<file path="src/rtl/chg_irq_monitor.sv">
module chg_irq_monitor #(
  parameter int GROUPS = 2,
  parameter int GW     = 8
) (
  input  logic                 clk,
  input  logic                 rst_n,
  input  logic [GROUPS*GW-1:0] pin_lvl,
  input  logic [GROUPS*GW-1:0] dir_in,
  input  logic [GROUPS-1:0]    snap_stb,
  input  logic                 cfg_wr,
  input  logic                 irq_en,
  output logic                 irq_flag,
  output logic                 irq_pin_low,
  output logic [GROUPS*GW-1:0] rd_data
);
  localparam int NP = GROUPS * GW;

  logic [NP-1:0]     snap_q;
  logic              init_q;
  logic [GROUPS-1:0] grp_hit;

  always_ff @(posedge clk or negedge rst_n) begin
    if (!rst_n) begin
      init_q <= 1'b1;
      snap_q <= '0;
    end else begin
      init_q <= 1'b0;
      for (int g = 0; g < GROUPS; g++)
        if (init_q || cfg_wr || snap_stb[g])
          snap_q[g*GW +: GW] <= pin_lvl[g*GW +: GW];
    end
  end

  for (genvar g = 0; g < GROUPS; g++) begin : g_grp
    assign grp_hit[g] = |((snap_q[g*GW +: GW] ^ pin_lvl[g*GW +: GW]) & dir_in[g*GW +: GW]);

    a_r2_read_clears: assert property (@(posedge clk) disable iff (!rst_n)
      (snap_stb[g] || cfg_wr) |=> ($stable(pin_lvl[g*GW +: GW]) -> !grp_hit[g]));
  end

  assign irq_flag    = ~init_q & (|grp_hit);
  assign irq_pin_low = irq_en & irq_flag;
  assign rd_data     = pin_lvl;

  a_r3_outputs_silent: assert property (@(posedge clk) disable iff (!rst_n)
    (dir_in == '0) |-> !irq_flag);

  a_r5_pin_needs_flag: assert property (@(posedge clk) disable iff (!rst_n)
    irq_pin_low |-> (irq_flag && irq_en));

  a_r7_quiet_start: assert property (@(posedge clk) disable iff (!rst_n)
    init_q |=> ($stable(pin_lvl) -> !irq_flag));

  a_r4_hold_steady: assert property (@(posedge clk) disable iff (!rst_n)
    (!$past(init_q) && $stable(pin_lvl) && $stable(dir_in) &&
     ($past(snap_stb) == '0) && !$past(cfg_wr)) |-> $stable(irq_flag));
endmodule

</file>
<file path="config.mk">
export PLATFORM = sky130hd
export DESIGN_NAME = chg_irq_monitor
export DESIGN_NICKNAME = d
export VERILOG_FILES = /design/src/rtl/chg_irq_monitor.sv
export SDC_FILE = /design/constraint.sdc
export NUM_CORES = 1
export LEC_CHECK = 0
export BUFFER_PORTS_ARGS = -buffer_cell sky130_fd_sc_hd__buf_2
export CORE_MARGIN = 4
export CORE_UTILIZATION = 46
export DETAILED_ROUTE_END_ITERATION = 16
export HOLD_SLACK_MARGIN = 0.08
export PLACE_DENSITY = 0.83
export SLEW_MARGIN = 20
export SYNTH_ARGS = -nofsm -noshare
export SYNTH_HDL_FRONTEND = slang
export SYNTH_SLANG_ARGS = --single-unit
</file>
<file path="constraint.sdc">
create_clock -name clk -period 4.19 [get_ports clk]
set_clock_uncertainty 0.2 [all_clocks]
set_input_delay 0.419 -clock clk [delete_from_list [all_inputs] [get_ports clk]]
set_output_delay 0.419 -clock clk [all_outputs]
set_load 0.05 [all_outputs]
</file>
* Yosys cells after proc, flatten, opt, wreduce, memory -nomap -nowiden
Index checks and enable logic that the tools add are counted.
Operators by class: reductions and logical operators 4, bitwise logic cells 7
Operators with widths (number):
- 8-bit bitwise AND | 2
- 16-bit OR reduction | 1
- 8-bit bitwise XOR | 2
- 1-bit logical OR | 3
- 1-bit bitwise AND | 2
- 1-bit inverter | 1
Storage, ports and cells: word-level logic and storage cells 14, input port bits 38, register bits after elaboration 17

* Depth between registers and ports, before layout
word-level depth 5, gate-level depth with buffers 4, depth with buffers taken out 4

* Least setup slack after synthesis
OpenSTA, ideal clock, no wires.
path type input to output, start point in pin_lvl[4], end point out irq_flag, buffers on the path 0, path slack 1942 ps, stages on the path 4, required time 3571 ps, arrival time 1629 ps, cells stage by stage xor2_1 > a22oi_1 > and4_1 > a21oi_1
On the way: cells in the longest elaborated chain, start to end 4
RTL lines:
- start: declaration | RTL line 7 | input logic [GROUPS*GW-1:0] pin_lvl,
- 8-bit bitwise XOR | RTL line 35 | assign grp_hit[g] = |((snap_q[g*GW +: GW] ^ pin_lvl[g*GW +: GW]) & dir_in[g*GW +: GW]);
- 8-bit bitwise AND | RTL line 35
- 16-bit OR reduction | RTL line 41 | assign irq_flag = ~init_q & (|grp_hit);
- 1-bit bitwise AND | RTL line 41
- end: declaration | RTL line 12 | output logic irq_flag,
No other way between the ends.

* Worst setup path in the final report
start point reg snap_q[2], end point out irq_flag
On the way: cells in the longest elaborated chain, start to end 4
RTL lines:
- start: declaration | RTL line 18 | logic [NP-1:0] snap_q;
- start signal: indexed assignment | RTL line 30 | snap_q[g*GW +: GW] <= pin_lvl[g*GW +: GW];
- 8-bit bitwise XOR | RTL line 35
- 8-bit bitwise AND | RTL line 35
- 16-bit OR reduction | RTL line 41
- 1-bit bitwise AND | RTL line 41
No other way between the ends.

==> flow_summary.toml <==
[placement]
place_area_sq_um = 1190
routabilityCongestion = 0.681
place_inst = 147
port-buffer-count = 55
hpwlAfterDp_microns = 1640

[global_routing]
grt_util_met1_pct = 16.3
gr-total-overflow = 0
grt_pass1_vias = 727
busiest_layer = "met2"
grtUsageMet2_pct = 25.9
grt_max_degree = 18
grt_pass1_wl_microns = 2950
grtUsageMet3_pct = 2.45
antenna_found_initial = 0
grtUsageTotal_pct = 14.5

[final_layout]
multiInputGateArea_sq_um = 450
fillCellCount = 178
final_cell_mix = "55 x buf_2, 16 x xor2_1, 16 x mux2_2, 16 x dfrtp_1, 8 x a22oi_1"
drive_gt1_share_pct = 62.4
diodes = 0
design_area_sq_um = 1220
area_growth_pct = 22.7
fin_cells = 152
seqCellArea_sq_um = 427
nNetsFinal = 164
mostFrequentLayoutCell = "buf_2"

[sta]
period_share_pct = 53.2
tns_ns = 0
grt_setup_unrepaired = "false"
slew_viol_final = 0
timing.final.crit_period_ns = 2.23
setup_viol = 0
fmax_mhz = 449
hold_viol = 0
holdWs_ns = 0.192

[synthesis]
synth-seq-cells = 17
ys_top_cells_by_area = "dfrtp_1 40%, mux2_2 18%, xor2_1 14%"
yosysTopAreaCellShare_pct = 40.2
postSynthCellCount = 81
synth.avg_cell_area_sq_um = 12.3
synth_top_area_cell = "dfrtp_1"
synth_warnings = 0
synthesis.nets = 119
yosysSeqAreaShare_pct = 42.8
netlist_area_sq_um = 997
synth_cell_type_count = 11

[setup_path]
arrival_ns = 1.61
critPathRequiredTime_ns = 3.57
cp-start-kind = "flip-flop"
critPathCaptureType = "output pin"
critical_path.max_fanout = 2
crit_type = "reg2out"

[routing]
drt_iter0_markers = 6
routed_wl_microns = 1970
firstDrtPassIters = 3
drc = 0
vias = 725
ant_nets = 0
wl_per_cell_microns = 12.9
via_per_inst = 4.77

[floorplanning]
rows = 16
die_w_microns = 54.6
initial_utilization_pct = 49.8
die_area_sq_um = 2980
die_y_microns = 54.6
core_sq_um = 2000
ios = 56

[pwr]
fin_total_pwr_mw = 0.380
ir_drop_uv = 211
p_leak_nw = 0.608
p_seq_share_pct = 48.5
swShare_pct = 33.0
pwr-share-comb_pct = 28.2
powerDensity_nw_per_um2 = 311
switchingPower_mw = 0.125
clockPowerShare_pct = 23.3
internal-power_mw = 0.255

[run_status]
status = "completed"

[clock_network]
cts_root_buf = "clkbuf_4"
h-tree-depth = 1
clk_path_buf_depth = 2
cts_inserted_buffers = 3
clock_latency_ns = 0.29
cts.clk_slew.worst_paths_ns = 0.10
cts_tree = "done"
cts.sinks = 17

[run]
cap_violations = 0

[worst_hold_path]
worstHoldPathType = "in2reg"
## cell families (layout without fill, tap and decap cells)
logic type             count (synthesis)  after routing  synth area share (%)
flip-flops                            17             17                  42.8
multiplexers                          16             16                  18.1
AND/OR/NAND/NOR                        5              5                  5.65
other                                  1              1                 0.376
buffers and inverters                 16             60                  12.0
XOR/XNOR                              16             16                  14.1
AO/OA/AOI/OAI                         10             10                  7.03
## sequential cells by signal (all words and copies together), names as in the netlist
name    count
init_q      1
snap_q     16
## final cells by class
cell class                      instances  share of cell area [%]
Clock buffer                            3                    1.84
Clock inverter                          1                   0.409
Multi-Input combinational cell         48                    36.8
Sequential cell                        17                    34.9
Tap cell                               27                    2.76
Timing Repair Buffer                   56                    23.3
## worst paths after layout
kind,startpoint,end,slack [ns],cells after the start
worst max-delay path,snap_q[2]$_DFFE_PN0P_,irq_flag,1.96,5
worst min-delay path,pin_lvl[15],snap_q[15]$_DFFE_PN0P_,0.19,2
worst max register to register,init_q$_DFF_PN1_,snap_q[13]$_DFFE_PN0P_,2.68,2
worst min register to register,snap_q[0]$_DFFE_PN0P_,snap_q[0]$_DFFE_PN0P_,0.34,1
max in group asynchronous,rst_n,init_q$_DFF_PN1_,3.11,2
min in group asynchronous,rst_n,snap_q[12]$_DFFE_PN0P_,0.37,2
## power groups by stage
stage	logic (mW)	registers (mW)	clock network, mW
finish	0.107	0.184	0.0885
global route	0.117	0.186	0.102
CTS	0.109	0.184	0.0907
detailed placement	0.108	0.188	0
global placement	0.105	0.187	0
floorplan	0.0792	0.186	0
## cell usage after synthesis, drive strengths merged
cell    count
a21oi       2
and4        2
nand2b      1
a22oi       8
conb        1
buf        16
dfstp       1
nor3        2
xor2       16
mux2       16
dfrtp      16
## layer usage
| layer | vias to the layer above | wire [microns] | part of all wire [%] |
|---|---|---|---|
| met4 | 0 | 17 | 0.87 |
| met5 | - | 0 | 0 |
| met2 | 30 | 1080 | 55 |
| li1 | 355 | - | - |
| met1 | 338 | 717 | 36 |
| met3 | 2 | 153 | 7.8 |
## per-stage QoR
| step | util, % | setup WS, ns |
|---|---|---|
| after floorplan | - | 1.94 |
| after global placement | 59.3 | 2.15 |
| after detailed placement | 59.3 | 2.13 |
| after CTS | 61.1 | 1.97 |
| after global routing | 61.1 | 1.87 |
| final | 61.1 | 1.96 |
## critical path: stages (launching register included)
cell and delay (ns):
dfrtp_1 0.40, xor2_1 0.17, a22oi_1 0.11, and4_1 0.21
a21oi_1 0.16, buf_2 0.29
## what timing repair did
item / in CTS / in global routing
setup buffers: 0 / 0
gates resized for setup: 0 / 0
hold buffers: 1 / 0
hold endpoints to repair: 16 / 0
(Power assumes the default switching activity.)
